**config.mk**
```make
export PLATFORM = sky130hd
export DESIGN_NAME = lin_phy_ctrl
export DESIGN_NICKNAME = d
export VERILOG_FILES = /design/src/rtl/lin_ctrl_pkg.sv /design/src/rtl/lin_tick_gen.sv /design/src/rtl/lin_rx_sync.sv /design/src/rtl/lin_wake_filter.sv /design/src/rtl/lin_dom_timeout.sv /design/src/rtl/lin_phy_ctrl.sv
export SDC_FILE = /design/constraint.sdc
export NUM_CORES = 1
export LEC_CHECK = 0
export ABC_AREA = 1
export BUFFER_PORTS_ARGS = -buffer_cell sky130_fd_sc_hd__buf_2
export CAP_MARGIN = 20
export CORE_ASPECT_RATIO = 2
export CORE_MARGIN = 2
export CORE_UTILIZATION = 45
export DETAILED_ROUTE_END_ITERATION = 16
export PLACE_DENSITY = 0.74
export RECOVER_POWER = 25
export SETUP_SLACK_MARGIN = 0.1
export SLEW_MARGIN = 20
export SYNTH_ARGS = -nofsm -noshare
export SYNTH_HDL_FRONTEND = slang
export SYNTH_SLANG_ARGS = --single-unit
export TNS_END_PERCENT = 5
```
**constraint.sdc**
```tcl
create_clock -name clk -period 1.2 [get_ports clk]
set_input_delay 0.18 -clock clk [delete_from_list [all_inputs] [get_ports clk]]
set_output_delay 0.18 -clock clk [all_outputs]
set_load 0.05 [all_outputs]
```
**src/rtl/lin_ctrl_pkg.sv**
```systemverilog
package lin_ctrl_pkg;

  typedef enum logic [1:0] {
    LM_NORMAL  = 2'd0,
    LM_STANDBY = 2'd1,
    LM_SLEEP   = 2'd2,
    LM_DEEP    = 2'd3
  } lin_mode_e;

  // Any mode other than normal is a low-power listening mode.
  function automatic logic is_low_power(input logic [1:0] m);
    return m != LM_NORMAL;
  endfunction

endpackage

```
**src/rtl/lin_tick_gen.sv**
```systemverilog
module lin_tick_gen #(
  parameter int PRESCALE = 50000
) (
  input  logic clk,
  input  logic rst,
  output logic tick_o
);
  localparam int PW = (PRESCALE < 2) ? 1 : $clog2(PRESCALE);
  localparam logic [PW-1:0] P_LAST = PW'(PRESCALE - 1);

  logic [PW-1:0] cnt_q;

  always_ff @(posedge clk) begin
    if (rst)                 cnt_q <= '0;
    else if (cnt_q == P_LAST) cnt_q <= '0;
    else                     cnt_q <= cnt_q + 1'b1;
  end

  assign tick_o = (cnt_q == P_LAST);
endmodule

```
**src/rtl/lin_rx_sync.sv**
```systemverilog
module lin_rx_sync #(
  parameter int STAGES = 2
) (
  input  logic clk,
  input  logic rst,
  input  logic async_i,
  output logic sync_o
);
  logic [STAGES-1:0] chain_q;

  generate
    for (genvar i = 0; i < STAGES; i++) begin : g_stage
      if (i == 0) begin : g_first
        always_ff @(posedge clk) begin
          if (rst) chain_q[0] <= 1'b1;
          else     chain_q[0] <= async_i;
        end
      end else begin : g_next
        always_ff @(posedge clk) begin
          if (rst) chain_q[i] <= 1'b1;
          else     chain_q[i] <= chain_q[i-1];
        end
      end
    end
  endgenerate

  assign sync_o = chain_q[STAGES-1];
endmodule

```
**src/rtl/lin_wake_filter.sv**
```systemverilog
module lin_wake_filter #(
  parameter int WAKE_TICKS = 90
) (
  input  logic clk,
  input  logic rst,
  input  logic tick_i,
  input  logic enable_i,
  input  logic rx_i,
  output logic wake_o
);
  localparam int WW = $clog2(WAKE_TICKS + 1);
  localparam logic [WW-1:0] W_DONE = WW'(WAKE_TICKS);

  logic [WW-1:0] cnt_q;
  logic          armed;

  assign armed = (cnt_q == W_DONE);

  always_ff @(posedge clk) begin
    if (rst || !enable_i || rx_i)           cnt_q <= '0;
    else if (tick_i && !armed)              cnt_q <= cnt_q + 1'b1;
  end

  // Accept only the return to recessive after a long enough dominant level.
  assign wake_o = enable_i && rx_i && armed;
endmodule

```
**src/rtl/lin_dom_timeout.sv**
```systemverilog
module lin_dom_timeout #(
  parameter int TO_TICKS = 20
) (
  input  logic clk,
  input  logic rst,
  input  logic tick_i,
  input  logic enable_i,
  input  logic txd_i,
  input  logic blocked_i,
  output logic fire_o
);
  localparam int TW = $clog2(TO_TICKS + 1);
  localparam logic [TW-1:0] T_LAST = TW'(TO_TICKS - 1);

  logic [TW-1:0] cnt_q;
  logic          counting;

  assign counting = enable_i && !txd_i && !blocked_i;

  always_ff @(posedge clk) begin
    if (rst || !counting)  cnt_q <= '0;
    else if (tick_i)       cnt_q <= cnt_q + 1'b1;
  end

  assign fire_o = counting && tick_i && (cnt_q == T_LAST);
endmodule

```
**src/rtl/lin_phy_ctrl.sv**
```systemverilog
module lin_phy_ctrl
  import lin_ctrl_pkg::*;
#(
  parameter int PRESCALE    = 50000,
  parameter int WAKE_TICKS  = 90,
  parameter int TO_TICKS    = 20,
  parameter int SYNC_STAGES = 2
) (
  input  logic       clk,
  input  logic       rst,
  input  logic [1:0] mode_i,
  input  logic       txd_i,
  input  logic       bus_rx_i,
  input  logic       vs_uv_i,
  input  logic       cfg_wake_en_i,
  input  logic       cfg_to_en_i,
  input  logic       cfg_slope_low_i,
  input  logic       clr_wake_i,
  input  logic       clr_to_i,
  output logic       bus_drv_o,
  output logic       rxd_o,
  output logic       slope_low_o,
  output logic       stat_wake_o,
  output logic       stat_to_o
);
  logic tick;
  logic rx_s;
  logic low_pwr;
  logic wake_evt;
  logic to_fire;
  logic stat_wake_q, stat_to_q;
  logic bus_drv_q, rxd_q, slope_q;

  assign low_pwr = is_low_power(mode_i);

  lin_tick_gen #(.PRESCALE(PRESCALE)) i_tick (
    .clk(clk), .rst(rst), .tick_o(tick)
  );

  lin_rx_sync #(.STAGES(SYNC_STAGES)) i_sync (
    .clk(clk), .rst(rst), .async_i(bus_rx_i), .sync_o(rx_s)
  );

  lin_wake_filter #(.WAKE_TICKS(WAKE_TICKS)) i_wake (
    .clk(clk), .rst(rst), .tick_i(tick),
    .enable_i(low_pwr && cfg_wake_en_i),
    .rx_i(rx_s), .wake_o(wake_evt)
  );

  lin_dom_timeout #(.TO_TICKS(TO_TICKS)) i_to (
    .clk(clk), .rst(rst), .tick_i(tick),
    .enable_i(!low_pwr && cfg_to_en_i),
    .txd_i(txd_i), .blocked_i(stat_to_q), .fire_o(to_fire)
  );

  always_ff @(posedge clk) begin
    if (rst) begin
      stat_wake_q <= 1'b0;
      stat_to_q   <= 1'b0;
      bus_drv_q   <= 1'b1;
      rxd_q       <= 1'b1;
      slope_q     <= 1'b0;
    end else begin
      if (wake_evt)        stat_wake_q <= 1'b1;
      else if (clr_wake_i) stat_wake_q <= 1'b0;

      if (to_fire)         stat_to_q <= 1'b1;
      else if (clr_to_i)   stat_to_q <= 1'b0;

      bus_drv_q <= low_pwr || vs_uv_i || stat_to_q || txd_i;
      rxd_q     <= low_pwr ? !stat_wake_q : rx_s;
      slope_q   <= cfg_slope_low_i;
    end
  end

  assign bus_drv_o   = bus_drv_q;
  assign rxd_o       = rxd_q;
  assign slope_low_o = slope_q;
  assign stat_wake_o = stat_wake_q;
  assign stat_to_o   = stat_to_q;
endmodule

```
==> flow_metrics.env <==
export IMPL_numCtsBuffers=5
export IMPL_largest_reg_flops=16
export IMPL_dr_pass1_iters=4
export IMPL_synth_distinct_cells=27
export IMPL_whs_ns=0.0693
export IMPL_crit_required_ns=1.42
export IMPL_netlist_area_um2=1780
export IMPL_post_drt_wl_per_cell_um=12.3
export IMPL_power_static_leakage_nw=0.987
export IMPL_maxSlewViolCount=0
export IMPL_rsz0062_at_grt="yes"
export IMPL_cp_endpoint="i_wake.cnt_q[3]"
export IMPL_clock_path_buffers=2
export IMPL_hpwl_um=3360
export IMPL_yosysSeqAreaShare_pct=39.3
export IMPL_largestRegisters="i_tick.cnt_q (16), i_wake.cnt_q (7), i_to.cnt_q (5)"
export IMPL_drive_gt1_share_pct=34.2
export IMPL_timing_rr_end="i_wake.cnt_q[3]"
export IMPL_register_area_um2=717
export IMPL_clkLatencyLatePin_ns=0.29
export IMPL_critPathLaunchType="register"
export IMPL_rrSetupSlack_ns=-0.08
export IMPL_maxCapViolations=0
export IMPL_busiest_layer="met2"
export IMPL_dp_cells=353
export IMPL_antenna_cells=0
export IMPL_grt_usage_pct=20.9
export IMPL_first_global_vias=1742
export IMPL_crit_fanout=5
export IMPL_reg2regPathDepth=7
export IMPL_antenna_left=0
export IMPL_fill_cells=373
export IMPL_die_height_um=93.0
export IMPL_grt_antenna_before_repair=0
export IMPL_yosysWarnings=0
export IMPL_finalWirelength_um=4420
export IMPL_clock_skew_final_ns=0.00953
export IMPL_grt_pass1_wl_um=7190
export IMPL_vias=1800
export IMPL_final_core_util_pct=63.9
export IMPL_crit_type="register to register"
export IMPL_max_freq_ghz=0.784
export IMPL_power_density_nw_per_um2=848
export IMPL_overflow=0
export IMPL_hold_viol_final=0
export IMPL_synth_area_per_cell_um2=7.04
export IMPL_fin_tns_setup_ns=-0.657
export IMPL_start_util_pct=46.4
export IMPL_hold_buffers=0
export IMPL_crit_start="i_tick.cnt_q[1]"
export IMPL_violations="negative setup slack"
export IMPL_cts_tree="built"
export IMPL_finalPower_mw=2.08
export IMPL_tightest_slew_ns=0.324
export IMPL_vias_per_cell=4.99
export IMPL_critPathSlowestCell="dfxtp_2"
export IMPL_place_gp_congestion=0.819
export IMPL_fin_crit_ns=1.28
export IMPL_min_path_type="input pin to register"
export IMPL_num_io_pins=17
export IMPL_synthMuxAreaShare_pct=0
export IMPL_ir_drop_mv=0.943
export IMPL_slowest_delay_ns=0.35
export IMPL_slew_headroom_pct=78.3
export IMPL_crit_path_frequent_cell="nor2_4"
export IMPL_syn_nets=269
export IMPL_use_met1_pct=17.6
export IMPL_rows=32
export IMPL_drt_iter0_markers=23
export IMPL_synth_xor_area_share_pct=3.44
export IMPL_use_met2_pct=41.9
export IMPL_met3_usage_pct=4.63
export IMPL_r2r_start="i_tick.cnt_q[1]"
export IMPL_syn2layout_area_growth_pct=37.9
export IMPL_htreeDepth=2
export IMPL_synth_seq_cells=35
export IMPL_yosys_area_share_adder_pct=2.81
export IMPL_cts_sinks=35
export IMPL_period_share_pct=106
export IMPL_port_buffers=16
export IMPL_clk_pin_slew_ns=0.07
export IMPL_placedInstanceArea_um2=2240
export IMPL_multi_input_area_um2=1100
export IMPL_synth_top_family_by_area="simple AND/OR/NAND/NOR gates"
export IMPL_setup_viol=26
export IMPL_synth_compound_area_share_pct=8.22
export IMPL_root_buffer="clkbuf_8"
export IMPL_die_w_um=48.5
export IMPL_dp_slack_ns=-0.115
export IMPL_stdcell_count=361
export IMPL_die_area_um2=4510
export IMPL_drcViolationCount=0
export IMPL_status="finished, violations left"
export IMPL_nets=327
export IMPL_cp_arrival_ns=1.49
export IMPL_path_cells="ha_4, nand2_4, nor2_4, nand3_4, nor2_4, nand3_1, a21oi_1"
export IMPL_synth_simple_gate_area_share_pct=38.6
export IMPL_setup_slack_ns=-0.0754
export IMPL_syn_instance_count=253
export IMPL_finalInstanceArea_um2=2460
export IMPL_grt_max_degree=17
export IMPL_endpoint_kind="register"
export IMPL_core_um2=3840
export IMPL_top_register="i_tick.cnt_q"
[area by class of cell]
| cell class | count | area share [%] |
|---|---|---|
| Timing Repair Buffer | 51 | 15.2 |
| Tap cell | 51 | 2.60 |
| Clock buffer | 5 | 2.80 |
| Inverter | 33 | 5.04 |
| Clock inverter | 1 | 0.305 |
| Multi-Input combinational cell | 185 | 44.9 |
| Sequential cell | 35 | 29.2 |
[power breakdown]
group | internal [mW] | switching (mW)
clock | 0.385 | 0.411
sequential | 1.18 | 0.0126
combinational | 0.0419 | 0.0563
total | 1.60 | 0.480
[how the worst min path moves through the flow]
stage                        start                 to  depth (start not counted)  slack (ns)
final                     bus_rx_i  i_sync.chain_q[0]                          2        0.07
after global routing      bus_rx_i  i_sync.chain_q[0]                          2        0.07
after CTS                 bus_rx_i  i_sync.chain_q[0]                          2        0.07
after detailed placement  bus_rx_i  i_sync.chain_q[0]                          2        0.37
after global placement    bus_rx_i  i_sync.chain_q[0]                          2        0.37
after floorplan                rst          stat_to_o                          1        0.25
[cell usage after synthesis]
| library cell | instances | share of area, % |
|---|---|---|
| xnor2_1 | 2 | 0.98 |
| nand4_1 | 7 | 2.5 |
| or2_2 | 2 | 0.70 |
| a21oi_1 | 23 | 6.5 |
| nor3b_1 | 1 | 0.42 |
| nand3b_1 | 3 | 1.3 |
| inv_2 | 1 | 0.21 |
| nor2_2 | 4 | 1.4 |
| dfxtp_1 | 35 | 39 |
| o22ai_1 | 1 | 0.35 |
| ha_1 | 4 | 2.8 |
| nor3_4 | 1 | 0.91 |
| nand3b_2 | 1 | 0.63 |
| nor2_1 | 28 | 5.9 |
| or2_0 | 1 | 0.35 |
| nand2_2 | 1 | 0.35 |
| and2_1 | 1 | 0.35 |
| o21ai_0 | 5 | 1.4 |
| nor2_4 | 2 | 1.3 |
| buf_6 | 1 | 0.63 |
| xor2_1 | 5 | 2.5 |
| nand3_1 | 26 | 7.3 |
| inv_1 | 32 | 6.7 |
| nor3_1 | 3 | 0.84 |
| nand2_4 | 2 | 1.3 |
| nand2_1 | 60 | 13 |
| nand3_2 | 1 | 0.56 |
[routing by layer]
metal / wire length [µm] / vias up
met5: 0 / -
met4: 163 / 0
met3: 115 / 16
met2: 2610 / 21
met1: 1530 / 835
li1: - / 928
[worst max-delay path: cells and delay by family (launching register included)]
family                   cells  cell delay (ns)
AND/OR/NAND/NOR              5             0.54
flip-flops                   1             0.35
adder cells (fa/ha/maj)      1             0.17
AO/OA/AOI/OAI                1             0.13
[cell families (layout without fill, tap and decap cells)]
family	Yosys count	in the layout
adder cells (fa/ha/maj)	4	4
AND/OR/NAND/NOR	144	145
XOR/XNOR	7	7
buffers and inverters	34	90
flip-flops	35	35
AO/OA/AOI/OAI	29	29
[cells in the final DEF, fill, tap and decap left out, types with 2 or more instances in the layout]
cell and count:
nand3_4 3, nand3_1 23, nor3_1 2, nor2_4 8
clkbuf_8 5, nand2_1 55, xor2_1 5, dfxtp_1 24
nand3b_1 3, nor2_1 22, nor2_2 5, a21oi_2 2
buf_4 33, dfxtp_2 10, nand4_1 7, nand2_4 2
buf_12 2, xnor2_1 2, buf_2 14, inv_2 4
inv_1 29, ha_1 2, o21ai_0 4, a21oi_1 21
nand2_2 5, or2_2 2
[repair_timing]
| action | CTS | global route |
|---|---|---|
| resized for setup | 22 | 21 |
| endpoints found under the setup margin | 32 | 30 |
| pin swaps | 9 | 6 |
| buffers inserted | 0 | 1 |
| gates cloned | 1 | 0 |
No activity file was read; power rests on OpenSTA's default activity.
